### config.mk
export PLATFORM = sky130hd
export DESIGN_NAME = mcr_unit
export DESIGN_NICKNAME = d
export VERILOG_FILES = /design/src/rtl/mcr_pkg.sv /design/src/rtl/mcr_decode.sv /design/src/rtl/mcr_pool_ram.sv /design/src/rtl/mcr_resp_regs.sv /design/src/rtl/mcr_unit.sv
export SDC_FILE = /design/constraint.sdc
export NUM_CORES = 1
export LEC_CHECK = 0
export BUFFER_PORTS_ARGS = -buffer_cell sky130_fd_sc_hd__buf_2
export CAP_MARGIN = 20
export CELL_PAD_IN_SITES_DETAIL_PLACEMENT = 0
export CELL_PAD_IN_SITES_GLOBAL_PLACEMENT = 1
export CORE_MARGIN = 10
export CORE_UTILIZATION = 45
export DETAILED_ROUTE_END_ITERATION = 8
export PLACE_DENSITY = 0.78
export REMOVE_ABC_BUFFERS = 1
export SYNTH_ARGS = -nofsm -noshare
export SYNTH_HDL_FRONTEND = slang
export SYNTH_HIERARCHICAL = 1
export SYNTH_SLANG_ARGS = --single-unit
### constraint.sdc
create_clock -name clk -period 13.33 [get_ports clk]
set_input_delay 0.6665 -clock clk [delete_from_list [all_inputs] [get_ports clk]]
set_output_delay 0.6665 -clock clk [all_outputs]
set_load 0.1 [all_outputs]
### src/rtl/mcr_pkg.sv
package mcr_pkg;
  localparam int ADDR_W      = 4;
  localparam int SLOT_BASE   = 8;
  localparam int SLOT_STRIDE = 4;
  localparam int SLOTS       = 2;

  localparam logic [ADDR_W-1:0] A_CMD_VERB = 4'h0;
  localparam logic [ADDR_W-1:0] A_CMD_POOL = 4'h1;

  localparam logic [2:0] OP_ACQ = 3'b001;
  localparam logic [2:0] OP_QRY = 3'b100;
  localparam logic [2:0] OP_BAD = 3'b110;

  typedef struct packed {
    logic [6:0] verb_lo;
    logic [7:0] aux;
  } resp_t;
endpackage

### src/rtl/mcr_decode.sv
module mcr_decode #(
  parameter int POOLS   = 64,
  parameter int MAX_REQ = 8,
  parameter int CNT_W   = 8
) (
  input  logic [7:0]       verb,
  input  logic [7:0]       pool_id,
  input  logic [CNT_W-1:0] avail,
  output mcr_pkg::resp_t   resp,
  output logic             upd,
  output logic [CNT_W-1:0] new_cnt
);
  import mcr_pkg::*;

  logic [2:0]       op;
  logic [3:0]       req;
  logic             pool_ok;
  logic             req_ok;
  logic [CNT_W-1:0] req_c;
  logic [CNT_W-1:0] grant;

  always_comb begin
    op      = verb[6:4];
    req     = verb[3:0];
    pool_ok = (int'(pool_id) < POOLS);
    req_ok  = (req != 4'd0) && (int'(req) <= MAX_REQ);
    req_c   = CNT_W'(req);
    grant   = (req_c < avail) ? req_c : avail;

    resp.verb_lo = {OP_BAD, 4'h0};
    resp.aux     = 8'h00;
    upd          = 1'b0;
    new_cnt      = avail;

    if (op == OP_ACQ && pool_ok && req_ok) begin
      new_cnt      = avail - grant;
      resp.verb_lo = {OP_ACQ, grant[3:0]};
      resp.aux     = 8'(avail - grant);
      upd          = 1'b1;
    end else if (op == OP_QRY && pool_ok) begin
      resp.verb_lo = {OP_QRY, 4'h0};
      resp.aux     = 8'(avail);
    end
  end
endmodule

### src/rtl/mcr_pool_ram.sv
module mcr_pool_ram #(
  parameter int POOLS      = 64,
  parameter int CNT_W      = 8,
  parameter int INIT_COUNT = 10,
  localparam int POOL_W    = $clog2(POOLS)
) (
  input  logic              clk,
  input  logic              rst,
  input  logic              rd_en,
  input  logic [POOL_W-1:0] rd_addr,
  input  logic              we,
  input  logic [POOL_W-1:0] wr_addr,
  input  logic [CNT_W-1:0]  wr_data,
  output logic [CNT_W-1:0]  rd_data
);
  // Count storage carries no reset so it maps onto block RAM; a flag
  // per pool marks entries written since reset.
  logic [CNT_W-1:0] mem [POOLS];
  logic [CNT_W-1:0] mem_q;
  logic [POOLS-1:0] touched;
  logic             touched_q;

  always_ff @(posedge clk) begin
    if (we) mem[wr_addr] <= wr_data;
    if (rd_en) mem_q <= mem[rd_addr];
  end

  always_ff @(posedge clk) begin
    if (rst) begin
      touched   <= '0;
      touched_q <= 1'b0;
    end else begin
      if (we) touched[wr_addr] <= 1'b1;
      if (rd_en) touched_q <= touched[rd_addr];
    end
  end

  assign rd_data = touched_q ? mem_q : CNT_W'(INIT_COUNT);
endmodule

### src/rtl/mcr_resp_regs.sv
module mcr_resp_regs (
  input  logic                            clk,
  input  logic                            rst,
  input  logic                            done,
  input  logic                            phase,
  input  mcr_pkg::resp_t                  resp,
  input  logic                            rd_en,
  input  logic [mcr_pkg::ADDR_W-1:0]      rd_addr,
  output logic [7:0]                      rd_data,
  output logic [mcr_pkg::SLOTS-1:0][7:0]  slot_verb
);
  import mcr_pkg::*;

  logic [SLOTS-1:0][7:0] slot_aux;
  logic [7:0]            rd_mux;

  for (genvar s = 0; s < SLOTS; s++) begin : g_slot
    always_ff @(posedge clk) begin
      if (rst) begin
        slot_verb[s] <= 8'h00;
        slot_aux[s]  <= 8'h00;
      end else if (done) begin
        if (phase == 1'(s)) begin
          slot_verb[s] <= {phase, resp.verb_lo};
          slot_aux[s]  <= resp.aux;
        end else begin
          slot_verb[s] <= 8'h00;
        end
      end
    end
  end

  always_comb begin
    rd_mux = 8'h00;
    for (int s = 0; s < SLOTS; s++) begin
      if (rd_addr == ADDR_W'(SLOT_BASE + SLOT_STRIDE * s)) rd_mux = slot_verb[s];
      if (rd_addr == ADDR_W'(SLOT_BASE + SLOT_STRIDE * s + 1)) rd_mux = slot_aux[s];
    end
  end

  always_ff @(posedge clk) begin
    if (rst) rd_data <= 8'h00;
    else if (rd_en) rd_data <= rd_mux;
  end
endmodule

### src/rtl/mcr_unit.sv
module mcr_unit #(
  parameter int POOLS      = 64,
  parameter int MAX_REQ    = 8,
  parameter int CNT_W      = 8,
  parameter int INIT_COUNT = 10,
  parameter int RESP_LAT   = 3,
  localparam int ADDR_W    = mcr_pkg::ADDR_W,
  localparam int POOL_W    = $clog2(POOLS),
  localparam int LAT_W     = $clog2(RESP_LAT) + 1
) (
  input  logic              clk,
  input  logic              rst,
  input  logic              wr_en,
  input  logic [ADDR_W-1:0] addr,
  input  logic [7:0]        wdata,
  input  logic              rd_en,
  output logic [7:0]        rdata
);
  import mcr_pkg::*;

  logic                   phase;
  logic                   busy;
  logic [LAT_W-1:0]       cnt;
  logic [7:0]             cmd_verb_q;
  logic [7:0]             cmd_pool_q;
  logic [7:0]             pool_reg;
  logic                   accept;
  logic                   done;
  logic [CNT_W-1:0]       avail;
  logic [CNT_W-1:0]       new_cnt;
  logic                   upd;
  resp_t                  resp;
  logic [SLOTS-1:0][7:0]  slot_verb;

  assign accept = wr_en && (addr == A_CMD_VERB) && (wdata[7] == phase) && !busy;
  assign done   = busy && (cnt == LAT_W'(RESP_LAT - 1));

  always_ff @(posedge clk) begin
    if (rst) pool_reg <= 8'h00;
    else if (wr_en && addr == A_CMD_POOL) pool_reg <= wdata;
  end

  always_ff @(posedge clk) begin
    if (rst) begin
      phase      <= 1'b0;
      busy       <= 1'b0;
      cnt        <= '0;
      cmd_verb_q <= 8'h00;
      cmd_pool_q <= 8'h00;
    end else if (accept) begin
      busy       <= 1'b1;
      cnt        <= '0;
      cmd_verb_q <= wdata;
      cmd_pool_q <= pool_reg;
    end else if (busy) begin
      if (done) begin
        busy  <= 1'b0;
        phase <= ~phase;
      end else begin
        cnt <= cnt + 1'b1;
      end
    end
  end

  mcr_pool_ram #(
    .POOLS(POOLS), .CNT_W(CNT_W), .INIT_COUNT(INIT_COUNT)
  ) u_ram (
    .clk     (clk),
    .rst     (rst),
    .rd_en   (accept),
    .rd_addr (pool_reg[POOL_W-1:0]),
    .we      (done && upd),
    .wr_addr (cmd_pool_q[POOL_W-1:0]),
    .wr_data (new_cnt),
    .rd_data (avail)
  );

  mcr_decode #(
    .POOLS(POOLS), .MAX_REQ(MAX_REQ), .CNT_W(CNT_W)
  ) u_dec (
    .verb    (cmd_verb_q),
    .pool_id (cmd_pool_q),
    .avail   (avail),
    .resp    (resp),
    .upd     (upd),
    .new_cnt (new_cnt)
  );

  mcr_resp_regs u_resp (
    .clk       (clk),
    .rst       (rst),
    .done      (done),
    .phase     (phase),
    .resp      (resp),
    .rd_en     (rd_en),
    .rd_addr   (addr),
    .rd_data   (rdata),
    .slot_verb (slot_verb)
  );
endmodule

Yosys cells after proc, flatten, opt, wreduce, memory -nomap -nowiden
Memories as Yosys holds them, arrays and structs flattened. A register that Yosys moved wholly into a read port is not among the register bits.
Cells that the tools add are included.
{"block": "totals", "inputBits": 16, "reg_bits": 133, "ram_bits": 512, "out_inout_bits": 8, "wordCells": 75, "memories": 1}
{"block": "classes", "muxes": 21, "n_reduce_logical": 19, "eq_ne": 9, "bitwise": 4, "addsub": 2, "n_lt_le_gt_ge": 6}
{"name": "u_ram.mem", "depth": 64, "width": 8, "read_ports": 1, "rd_ports_with_merged_regs": 1, "wr": 1, "line_no": "mcr_pool_ram.sv:18", "source": "logic [CNT_W-1:0] mem [POOLS];"}
{"op": "$mux 8", "n": 8}
{"op": "$or 64x64->64", "n": 1}
{"op": "$eq 4x4->1 const B", "n": 4}
{"op": "$mux 15", "n": 1}
{"op": "$lt 6x7->1 const B", "n": 2}
{"op": "$mux 14", "n": 1}
{"op": "$logic_and 1x1->1", "n": 11}
{"op": "$lt 4x8->1", "n": 1}
{"op": "$lt 8x7->1 const B", "n": 1}
{"op": "$mux 1", "n": 8}
{"op": "$sub 8x8->8", "n": 1}
{"op": "$mux 7", "n": 1}
{"op": "$bmux 1 s6", "n": 1}
{"op": "$demux 1 s6", "n": 1}
{"op": "$ge 6x1->1 const B", "n": 1}
{"op": "$reduce_and 2->1", "n": 3}
{"op": "$eq 4x1->1 const B", "n": 1}
{"op": "$le 4x4->1 const B", "n": 1}
{"op": "$logic_not 4->1", "n": 1}
{"op": "$reduce_bool 4->1", "n": 1}
{"op": "$add 3x1->3 const B", "n": 1}
{"op": "$eq 3x1->1 const B", "n": 1}
{"op": "$eq 3x2->1 const B", "n": 1}
{"op": "$eq 3x3->1 const B", "n": 1}
{"op": "other kinds (5)", "n": 7}

Depth between registers and ports, before layout
Gate-level depths: netlist (run 1).
{"block": "depth", "word_depth": 7, "depth_mapped": 15, "depth_no_buf": 14}

Cells and area by module
Netlist (run 1), hierarchy kept.
{"mod": "mcr_pool_ram", "instances": 1, "area_per_inst_um2": 22490.3, "cells_per_inst": 1100, "seq_area_each_um2": 16916.2}
{"mod": "mcr_resp_regs", "instances": 1, "area_per_inst_um2": 1637.8, "cells_per_inst": 195, "seq_area_each_um2": 780.7}
{"mod": "mcr_unit", "instances": 1, "area_per_inst_um2": 1303.8, "cells_per_inst": 133, "seq_area_each_um2": 580.6}
{"mod": "mcr_decode", "instances": 1, "area_per_inst_um2": 818.3, "cells_per_inst": 115, "seq_area_each_um2": 0.0}

Least setup slack after synthesis (run 1)
Ideal clock, no wire load.
{"block": "synth_timing", "path_type": "register to register", "start": "reg u_ram.touched_q", "end": "mem u_ram.mem[0][7] (data pin)", "t_arrival_ns": 4.305, "path_buffers": 0, "path_stages_with_launch": 12, "setup_time_ns": 0.536, "synth_period_minus_slack_ns": 4.840, "setup_slack_ns": 8.490, "required_ns": 12.794, "cell_sequence": "dfxtp_1 -> and2_1 -> inv_1 -> ha_1 -> a211oi_1 -> o21ai_0 -> and3_1 -> ha_1 -> nor2b_1 -> o31ai_1 -> and4_4 -> xor2_1"}
{"block": "synth_between", "elab_chain_len": 5}
{"element": "start, declared", "line_no": "mcr_pool_ram.sv:21", "source": "logic touched_q;"}
{"element": "start signal, assigned", "line_no": "mcr_pool_ram.sv:34", "source": "if (rd_en) touched_q <= touched[rd_addr];"}
{"element": "$mux 8 *", "line_no": "mcr_pool_ram.sv:38", "source": "assign rd_data = touched_q ? mem_q : CNT_W'(INIT_COUNT);"}
{"element": "via avail[2]", "line_no": "mcr_unit.sv:29", "source": "logic [CNT_W-1:0] avail;"}
{"element": "$lt 4x8->1", "line_no": "mcr_decode.sv:28", "source": "grant = (req_c < avail) ? req_c : avail;"}
{"element": "$mux 8", "line_no": "mcr_decode.sv:28"}
{"element": "$sub 8x8->8 *", "line_no": "mcr_decode.sv:36", "source": "new_cnt = avail - grant;"}
{"element": "$mux 8 *", "line_no": "mcr_decode.sv:35", "source": "if (op == OP_ACQ && pool_ok && req_ok) begin"}
{"element": "via new_cnt[7]", "line_no": "mcr_unit.sv:30", "source": "logic [CNT_W-1:0] new_cnt;"}
{"element": "end, declared", "line_no": "mcr_pool_ram.sv:18"}
The timed path passes the listed nets; every way through them passes the cells marked *.

Worst setup path after layout (run 1)
{"block": "layout_timing", "start": "reg u_ram.mem_q[1], read port of u_ram.mem", "end": "mem u_ram.mem[52][6] (data pin)"}
{"block": "layout_between", "elab_chain_len": 5}
{"element": "start, declared", "line_no": "mcr_pool_ram.sv:19", "source": "logic [CNT_W-1:0] mem_q;"}
{"element": "$mux 8 *", "line_no": "mcr_pool_ram.sv:38"}
{"element": "via avail[1]", "line_no": "mcr_unit.sv:29"}
{"element": "$lt 4x8->1", "line_no": "mcr_decode.sv:28"}
{"element": "$mux 8", "line_no": "mcr_decode.sv:28"}
{"element": "$sub 8x8->8 *", "line_no": "mcr_decode.sv:36"}
{"element": "$mux 8 *", "line_no": "mcr_decode.sv:35"}
{"element": "via new_cnt[6]", "line_no": "mcr_unit.sv:30"}
Marked as above.

==> run metrics, run 1 <==
yosys warns 6; TritonCTS clock tree done; die area roughly 70000 um2; unrepaired setup endpoints after global routing false; initial drt markers roughly 1500; CP endpoint u_ram/mem[52][6]$_DFFE_PP_; category of the worst setup path launch point flop; gr usage total around 18%; largest registers u_ram/mem (512), u_ram/touched (64), u_resp/slot_aux (16); fin util around half; Slew headroom roughly a quarter; number of port buffers 23; vias in the first global route ~14000; Hold Buf Count CTS 0; layout cell share with drive strength beyond 1 between 20% and 30%; DIE HEIGHT between 200 and 300 um; Worst path depth 12; Final Max Tran Viols 0; DRC viols 0; status finished clean; Mapped Cells 1537; worst-case clock buffer depth 3; post-cts sizing count 0; required time of the critical path 13660 ps; Min-Delay Path Class primary input to flop; Final Hold Vio Count 0; Placement Setup Slack 8980 ps; WL/cell approximately 25 um; vias per cell about 5.9; Cell Rows 88; FF-to-FF path depth 12; layout net count ~1600; Least-Margin Pin Slew between 1000 and 1500 ps; IO Count 24; Initial Util 45.4%; crit share post-route roughly a third; Buf/Inv on CP 2; number of buffers created by CTS 68; Antenna diodes 0; syn avg cell area ~17 um2; TNS Setup 0 ps; Worst-path clk slew roughly 60 ps; CTS sink cnt approximately 650; first-pass GRT wire length ~91000 um; P per Cell Area roughly 140 nW/um2; htree depth 3; Antenna Nets Post-Route 0; CP max-delay cell nor4b_2; most common cell after layout, fill and taps aside edfxtp_1; Largest register FFs between 500 and 600; Routed WL 60300 um; CP peak stage delay slightly below 500 ps; pin count of the biggest net entering global routing 85; Synth Cell Area between 20000 and 30000 um2; DRT Pass-1 Iters 5; Leakage around 8.6 nW; CP Class flop to flop; critical path arrival about 4800 ps; Setup Viol. Count Final 0; Core ar. slightly below 60000 um2; initial antenna violation count 0; total grt overflow 0; Peak Freq 0.225 GHz; r2r setup slk between 8000 and 9000 ps; critical path, cell by cell nand2b_1, inv_1, ha_1, a211oi_1, nor3_1, nor3_1, ha_1, nor2b_1, o21a_1, nor4b_2, xor2_4, buf_4; die span in x ~260 um; CP Capture Type flop; Worst R2R Start u_ram/mem_q[1]$_DFFE_PP_; root buf cell clkbuf_16; Worst-Skew Late Latency a little over 600 ps; Detailed Place HPWL approximately 37000 um; Max VDD drop between 0.08 and 0.09 mV; clk_skew 33.7 ps; WHS 339 ps; CP Max Fanout 48; Final Worst Setup Slack ~9000 ps; delay-heaviest family, CP simple AND/OR/NAND/NOR gates; postcts setup bufs 0; final RePlAce weighted congestion around 0.84; crit path time final between 4000 and 5000 ps; commonest cells after routing, fill and taps aside 520 x edfxtp_1, 212 x nor2_1, 176 x mux4_2, 128 x dfxtp_1, 70 x clkbuf_16; CP startpoint u_ram/mem_q[1]$_DFFE_PP_; maxcap violations 0; Largest Register u_ram/mem; Area Overhead vs Synth 13.2%; via count 14135; RR Endpoint u_ram/mem[52][6]$_DFFE_PP_
## metrics by stage
stage	cells	cell area, um2	total power, mW
2_1_floorplan	1452	25800	2.24
3_3_place_gp	2255	27100	2.26
3_5_place_dp	2279	27400	2.26
4_1_cts	2403	29500	4.07
5_1_grt	2415	29600	4.15
6_report	2415	29600	4.03
## cell type report
cell class | count | area (um2)
tap | 765 | 957
sequential | 652 | 18300
multi-input combinational | 791 | 7580
clock buffer | 95 | 1910
fill | 4586 | 28100
timing repair buffer | 74 | 658
clock inverter | 29 | 234
inverter | 9 | 36.3
## routing by layer
layer | vias up | share of wire [%] | global-route usage, % | wire length, um
met4 | 0 | 3.0 | 5.99 | 1800
met2 | 536 | 47 | 27.5 | 28400
met1 | 7393 | 42 | 24.5 | 25200
li1 | 6109 | - | - | -
met3 | 97 | 8.0 | 4.43 | 4840
met5 | - | 0 | 0 | 0
## worst register-to-register path: cells and delay by family (launching register included)
kind                       cells  cell delay [ps]
adders and majority gates      2              570
DFF                            1              430
and+or+nand+nor                5             1360
buffers and inverters          2              660
xor gates and xnor gates       1              430
AOI/OAI and AO/OA              2              660
## worst min-delay path by stage
stage,to,cells past startpoint,from
6_report,pool_reg[7]$_SDFFE_PP0P_,3,wdata[7]
5_1_grt,pool_reg[4]$_SDFFE_PP0P_,3,wdata[4]
4_1_cts,pool_reg[7]$_SDFFE_PP0P_,3,wdata[7]
3_5_place_dp,u_resp/slot_aux[1]$_SDFFE_PP0P_,2,u_resp/slot_aux[1]$_SDFFE_PP0P_
3_3_place_gp,u_resp/slot_aux[15]$_SDFFE_PP0P_,2,u_resp/slot_aux[15]$_SDFFE_PP0P_
2_1_floorplan,u_resp/slot_aux[15]$_SDFFE_PP0P_,2,u_resp/slot_aux[15]$_SDFFE_PP0P_
## power breakdown
group          total, mW  switching, mW  internal, mW
clock               1.81          0.769          1.04
combinational     0.0472         0.0322        0.0149
sequential          2.17        0.00258          2.17
No activity file was read; power rests on OpenSTA's default activity.
==> inputs of run 2 (changes only) <==
==> constraint.sdc (replaced) <==
create_clock -name clk -period 4.2 [get_ports clk]
set_input_delay 0.21 -clock clk [delete_from_list [all_inputs] [get_ports clk]]
set_output_delay 0.21 -clock clk [all_outputs]
set_load 0.1 [all_outputs]
==> run 2 against run 1 <==
Net effect: first-iteration DRC count is 2.7% lower; die area stayed put; power grew to 3.2 times the previous value; fmax is 14% higher; core utilization is 0.82 points higher; critical endpoint is now u_ram/mem[60][6]$_DFFE_PP_; setup slack worse by 8600 ps; critical path type unchanged; sequential power grew to 3.2 times the previous value; global-route usage is 0.25 points higher; design area is 1.6% higher; sequential cell count stayed put.
==> run metrics, run 2 (synthesis gave the netlist of run 1 again) <==
status finished clean; crit path time final 3890 ps (-553 ps); Switching Fraction 19.7% (-0.27 points); P_sw 2.54 mW (+220%); pin count of the biggest net entering global routing 78 (-8.2%); Setup Viol. Count Final 0 (unchanged); Largest register FFs 512 (unchanged); Logic pwr share 1.2% (about the same); die span in x 261 um (unchanged); root buf cell clkbuf_16; unrepaired setup endpoints after global routing false; DRC viols 0 (unchanged); Leakage 8.94 nW (+3.4%); gr usage total 18.1% (+0.25 points); Internal 10.4 mW (+220%); worst-case clock buffer depth 3 (unchanged); hold path start addr[0]; layout net count 1675 (+3.3%); CP Max Fanout 48 (unchanged); Worst-Skew Late Latency 600 ps (about the same); Peak Freq 0.257 GHz (+14%); # fillers 4560 (-0.57%); die area 68300 um2 (unchanged); IO Count 24 (unchanged); Power Total 12.9 mW (+220%); FF-to-FF path depth 13 (+1); Slew headroom 44.9% (+21 points); number of port buffers 23 (unchanged); Final Hold Vio Count 0 (unchanged); final RePlAce weighted congestion 0.844 (about the same); Initial Util 45.4% (unchanged); Max VDD drop 0.293 mV (+240%); Routed WL 60500 um (+0.27%); Core ar. 57700 um2 (unchanged); clk_skew 32.4 ps (-1.31 ps); Detailed Place HPWL 37100 um (+0.22%); DIE HEIGHT 261 um (unchanged); layout cell share with drive strength beyond 1 25.9% (+1.7 points); CTS sink cnt 652 (unchanged); FF/Latch Area 18300 um2 (unchanged); CP Class flop to flop; Antenna Nets Post-Route 0 (unchanged); most common cell after layout, fill and taps aside edfxtp_1; Hold Path End pool_reg[6]$_SDFFE_PP0P_; Placement Setup Slack 334 ps (-8650 ps); Min-Delay Path Class primary input to flop; WL/cell 24.5 um (-1.9%); Largest Register u_ram/mem; Cell Rows 88 (unchanged); Clk pwr share 45.4% (+0.4 points); initial drt markers 1450 (-2.7%); r2r setup slk 310 ps (-8580 ps); critical path arrival 4240 ps (-540 ps); maxcap violations 0 (unchanged); DRT Pass-1 Iters 8 (+3); via count 14223 (+0.62%); fin util 52.2% (+0.82 points); Final Max Tran Viols 0 (unchanged); required time of the critical path 4550 ps (-9110 ps); Worst R2R Start u_ram/touched_q$_SDFFE_PP0P_; Final Worst Setup Slack 308 ps (-8580 ps); P per Cell Area 429 nW/um2 (+220%); WHS Path Cells 3 (unchanged); commonest cells after routing, fill and taps aside 520 x edfxtp_1, 212 x nor2_1, 176 x mux4_2, 128 x dfxtp_1, 85 x buf_4; Worst-path clk slew 60 ps (about the same); vias per cell 5.76 (-1.5%); category of the worst setup path launch point flop; total grt overflow 0 (unchanged); TritonCTS clock tree done; htree depth 3 (unchanged); Sequential Power Share 53.4% (-0.4 points); number of buffers created by CTS 67 (-1.5%); largest registers u_ram/mem (512), u_ram/touched (64), u_resp/slot_aux (16); crit share post-route 92.7% (+59 points); Area Overhead vs Synth 15.0%; Multi-input gate area 7570 um2 (about the same); initial antenna violation count 2 (+2); RR Endpoint u_ram/mem[60][6]$_DFFE_PP_; first-pass GRT wire length 92300 um (+1.7%); Antenna diodes 0 (unchanged); CP Capture Type flop; Least-Margin Pin Slew 824 ps (-306 ps); vias in the first global route 14371 (+3.7%)
==> run 2: worst max-delay path by stage <==
stage	startpoint	to	cells past startpoint
floorplan	pool_reg[0]$_SDFFE_PP0P_	u_ram/mem_q[0]$_DFFE_PP_	3
CTS	u_ram/touched_q$_SDFFE_PP0P_	u_ram/mem[4][6]$_DFFE_PP_	13
global placement	u_ram/touched_q$_SDFFE_PP0P_	u_ram/mem[52][6]$_DFFE_PP_	12
global route	u_ram/touched_q$_SDFFE_PP0P_	u_ram/mem[56][5]$_DFFE_PP_	12
finish	u_ram/touched_q$_SDFFE_PP0P_	u_ram/mem[60][6]$_DFFE_PP_	13
detailed placement	u_ram/touched_q$_SDFFE_PP0P_	u_ram/mem[52][6]$_DFFE_PP_	13
==> run 2: power by group through the flow <==
stage / Clock (mW) / Sequential, mW / Combinational [mW]
3_3_place_gp: 0 / 7.03 / 0.152
4_1_cts: 5.96 / 6.89 / 0.160
3_5_place_dp: 0 / 7.03 / 0.153
5_1_grt: 6.26 / 6.88 / 0.171
2_1_floorplan: 0 / 7.06 / 0.0553
6_report: 5.86 / 6.89 / 0.159
==> run 2: per-stage QoR <==
step,std cells,hold WS [ps],setup TNS [ps],cell area [um2]
2_1_floorplan,1452,279,-175460,25800
3_3_place_gp,2335,444,0,27800
3_5_place_dp,2336,449,0,27800
4_1_cts,2468,49.2,0,30100
5_1_grt,2468,86.5,0,30100
6_report,2468,77.9,0,30100
==> run 2: metal layers <==
layer	vias up	wire length (um)	track usage [%]	part of all wire (%)
met5	-	13	0	0.021
met4	2	1390	5.14	2.3
met3	98	4500	4.19	7.4
met2	537	29200	28.8	48
met1	7374	25300	24.6	42
li1	6212	-	-	-
==> run 2: final cells by class <==
cell class | instances | area share [%]
clock buffer | 90 | 6.27
clock inverter | 33 | 1.03
inverter | 9 | 0.120
multi-input combinational | 791 | 25.2
sequential | 652 | 60.7
tap | 765 | 3.18
timing repair buffer | 128 | 3.58
==> run 2: critical path, stage by stage, from the launching register on <==
cell and delay (ps):
dfxtp_1 450, and2_1 290, inv_1 70, ha_1 240, a211oi_1 520, o21ai_0 250, nand3_1 150, ha_1 200
fa_1 200, nor2b_1 70, o21a_1 230, nor4b_4 380, xor2_4 180, buf_4 400
==> run 2: repair_timing <==
action                     in CTS  in global routing
hold endpoints to repair       19                  0
resized for setup               0                  2
hold buffers                    9                  0
buffers inserted                0                  0
setup endpoints to repair       0                176
==> inputs of run 3 (changes only) <==
--- a/config.mk
+++ b/config.mk
@@ -9,12 +9,12 @@
 export CAP_MARGIN = 20
 export CELL_PAD_IN_SITES_DETAIL_PLACEMENT = 0
 export CELL_PAD_IN_SITES_GLOBAL_PLACEMENT = 1
+export CORE_ASPECT_RATIO = 2
 export CORE_MARGIN = 10
 export CORE_UTILIZATION = 45
 export DETAILED_ROUTE_END_ITERATION = 8
-export PLACE_DENSITY = 0.78
+export PLACE_DENSITY = 0.65
 export REMOVE_ABC_BUFFERS = 1
 export SYNTH_ARGS = -nofsm -noshare
 export SYNTH_HDL_FRONTEND = slang
-export SYNTH_HIERARCHICAL = 1
 export SYNTH_SLANG_ARGS = --single-unit
==> run 3 against run 2 <==
Net effect: design area is 2.4% lower; critical path depth stayed put; clock-buffer cell count is 20 lower; hold slack worse by 51 ps; first-iteration DRC count is 31% lower; non-clock buffer count is 11 higher; clock skew is 3.4 ps lower; sequential cell count stayed put; die area is 0.72% lower; synthesized cell count is 0.52% lower; largest cell class unchanged; highest routed layer is now met4.
==> run metrics, run 3 <==
status finished clean; largest registers u_ram.mem (512), u_ram.touched (64), u_resp.slot_aux (16); Antenna Nets Post-Route 0 (unchanged); top cells by area, synth edfxtp_1 61%, mux4_2 15%, dfxtp_1 10%; commonest cells in the synthesized netlist 520 x edfxtp_1, 239 x nor2_1, 174 x mux4_2; final RePlAce weighted congestion 0.884 (+4.7%); mux cell area share after synthesis ~16%; RR Endpoint u_ram.mem[34][1]$_DFFE_PP_; critical path arrival 4340 ps (+100 ps); unrepaired setup endpoints after global routing false; top-area cell type share of the netlist area between 60% and 70%; Min-Delay Path Class primary input to flop; CP endpoint u_ram.mem[34][1]$_DFFE_PP_; ys flop type edfxtp_1; Initial Util 45.2% (-0.18 points); Worst R2R Start u_ram.touched_q$_SDFFE_PP0P_; gr usage total 19.4% (+1.3 points); Least-Margin Pin Slew 955 ps (+130 ps); Cell Rows 124 (+41%); Area Overhead vs Synth 14.1%; Worst-Skew Late Latency 610 ps (about the same); DRT Pass-1 Iters 5 (-3); CP max-delay cell nor2_1; Worst-path clk slew 70 ps (about the same); postcts setup bufs 0 (unchanged); clk_skew 29.0 ps (-3.42 ps); DRC viols 0 (unchanged); maxcap violations 0 (unchanged); htree depth 2 (-1); total grt overflow 0 (unchanged); initial drt markers 995 (-31%); CP startpoint u_ram.touched_q$_SDFFE_PP0P_; cell taking the most area after synthesis edfxtp_1; post-synthesis sequential area ratio about 71%; vias per cell 5.74 (-0.39%); root buf cell clkbuf_16; FF-to-FF path depth 13 (unchanged); Synth Area in Adders less than 1%; first-pass GRT wire length 96800 um (+4.9%); crit share post-route 96.2% (+3.5 points); CP Max Fanout 32 (-33%); CP Capture Type flop; critical path, cell by cell buf_4, nand2b_1, a22oi_1, o21ai_0, a21oi_1, nor3_1, inv_1, ha_1, inv_1, fa_1, nor2_1, nor2_4, buf_4; TritonCTS clock tree done; Core ar. 56900 um2 (-1.3%); Slew headroom 36.1% (-8.8 points); Cells after DPL 2327 (-0.39%); die span in x 189 um (-28%); simple-gate share of the synthesized area 7.27%; Peak Freq 0.248 GHz (-3.7%); commonest cells after routing, fill and taps aside 520 x edfxtp_1, 238 x nor2_1, 174 x mux4_2, 129 x dfxtp_1, 99 x buf_4; # fillers 4689 (+2.8%); Cell Count, Final, Fillers Out 2439 (-1.2%); Synth Cell Area 25800 um2 (-1.7%); count leader, synth edfxtp_1; hold path start rd_en; syn avg cell area 16.8 um2 (-1.2%); die area 67800 um2 (-0.72%); number of port buffers 23 (unchanged); layout cell share with drive strength beyond 1 25.0% (-0.94 points); CTS sink cnt 652 (unchanged); largest family of logic cells by synthesized area multiplexers; Final Hold Vio Count 0 (unchanged); r2r setup slk 160 ps (-150 ps); delay-heaviest family, CP simple AND/OR/NAND/NOR gates; required time of the critical path 4500 ps (-50 ps); Power Total 12.2 mW (-5.4%); ys async rst share 0%; Mapped Cells 1529 (-0.52%); Detailed Place HPWL 42800 um (+15%); WL/cell 27.0 um (+10%); Routed WL 65900 um (+9.0%); most common cell after layout, fill and taps aside edfxtp_1; Setup Viol. Count Final 0 (unchanged); Cell variety after synth 56; Post-Synth XOR/XNOR Area less than 1%; Compound-Gate Fraction of Synth Area 3.65%; #FFs+latches synth between 600 and 700; crit path time final 4040 ps (+148 ps); via count 14001 (-1.6%); Antenna diodes 0 (unchanged); number of buffers created by CTS 55 (-18%); Worst path depth 13 (unchanged); P per Cell Area 415 nW/um2 (-3.0%); IO Count 24 (unchanged); Largest Register u_ram.mem; Largest register FFs 512 (unchanged); DIE HEIGHT 358 um (+37%); Max VDD drop 0.280 mV (-4.6%); EDFF count, synth 520; vias in the first global route 14560 (+1.3%); CP peak stage delay 610 ps (+90 ps); Buf/Inv on CP 4 (+2); worst-case clock buffer depth 3 (unchanged); pin count of the biggest net entering global routing 75 (-3.8%); initial antenna violation count 0 (-2); Final Max Tran Viols 0 (unchanged); category of the worst setup path launch point flop; layout net count 1662 (-0.78%); CP Class flop to flop; yosys warns 0 (-6); Leakage 9.11 nW (+1.9%)
-- run 3: cell types whose count changed in the layout (fill, tap and decap cells not counted), moves of 15 or more --
| cell | delta |
|---|---|
| nand2_1 | +22 |
| nand2b_1 | -40 |
| clkbuf_16 | -17 |
| nor2b_1 | -20 |
| mux2_2 | -17 |
| nor2_1 | +26 |
| a211oi_1 | +15 |
-- run 3: final cells by class --
| class | instances | area [um2] | area share (%) |
|---|---|---|---|
| clock buffer | 70 | 1470 | 5.01 |
| clock inverter | 33 | 340 | 1.16 |
| inverter | 15 | 56.3 | 0.192 |
| multi-input combinational | 774 | 7180 | 24.4 |
| sequential | 652 | 18300 | 62.2 |
| tap | 756 | 946 | 3.22 |
| timing repair buffer | 139 | 1120 | 3.83 |
-- run 3: per-layer routing --
| layer | track usage, % | vias to the layer above | wire, um | share of wire, % |
|---|---|---|---|---|
| met5 | 0 | - | 0 | 0 |
| met4 | 6.88 | 0 | 2080 | 3.2 |
| met3 | 2.05 | 99 | 2620 | 4.0 |
| met2 | 38.1 | 341 | 38100 | 58 |
| met1 | 20.9 | 7378 | 23100 | 35 |
| li1 | - | 6183 | - | - |
-- run 3: worst min path at each step --
stage                                          end  slack [ps]  cells after the start
finish              u_resp.rd_data[7]$_SDFFE_PP0P_          30                      3
global route        u_resp.rd_data[7]$_SDFFE_PP0P_          60                      3
CTS                 u_resp.rd_data[7]$_SDFFE_PP0P_           9                      3
detailed placement      cmd_pool_q[7]$_SDFFE_PP0P_         450                      2
global placement        cmd_pool_q[7]$_SDFFE_PP0P_         440                      2
floorplan                          busy$_SDFF_PP0_         280                      1
-- run 3: through the flow --
step	utilization [%]	TNS [ps]	cell area [um2]	worst slack, ps	hold slack (ps)
2_1_floorplan	-	-289820	25400	-3570	279
3_3_place_gp	48.3	0	27500	299	440
3_5_place_dp	48.3	0	27500	102	447
4_1_cts	51.6	0	29400	96.4	9.33
5_1_grt	51.6	0	29400	4.36	61.5
6_report	51.6	0	29400	160	27.3
-- run 3: power breakdown --
part,internal [mW],switching [mW],leakage (nW)
Sequential,6.87,0.00927,5.90
Clock,2.82,2.35,0.872
Combinational,0.0529,0.107,2.34
-- run 3: kinds of logic (layout without fill, tap and decap cells) --
group	count (synthesis)	in the layout
flip-flops	652	652
AND/OR/NAND/NOR	422	423
multiplexers	190	190
AO/OA/AOI/OAI	146	146
buffers and inverters	104	257
adder cells (fa/ha/maj)	9	9
XOR/XNOR	6	6
-- run 3: repair_timing --
| item | in CTS | in global routing |
|---|---|---|
| endpoints found under the hold margin | 15 | 0 |
| endpoints found under the setup margin | 0 | 224 |
| gates resized for setup | 0 | 3 |
| hold buffers | 8 | 0 |
-- run 3: worst min-delay path: stages --
cell,delay (ps)
buf_2,210
nand3_1,110
a21oi_1,60
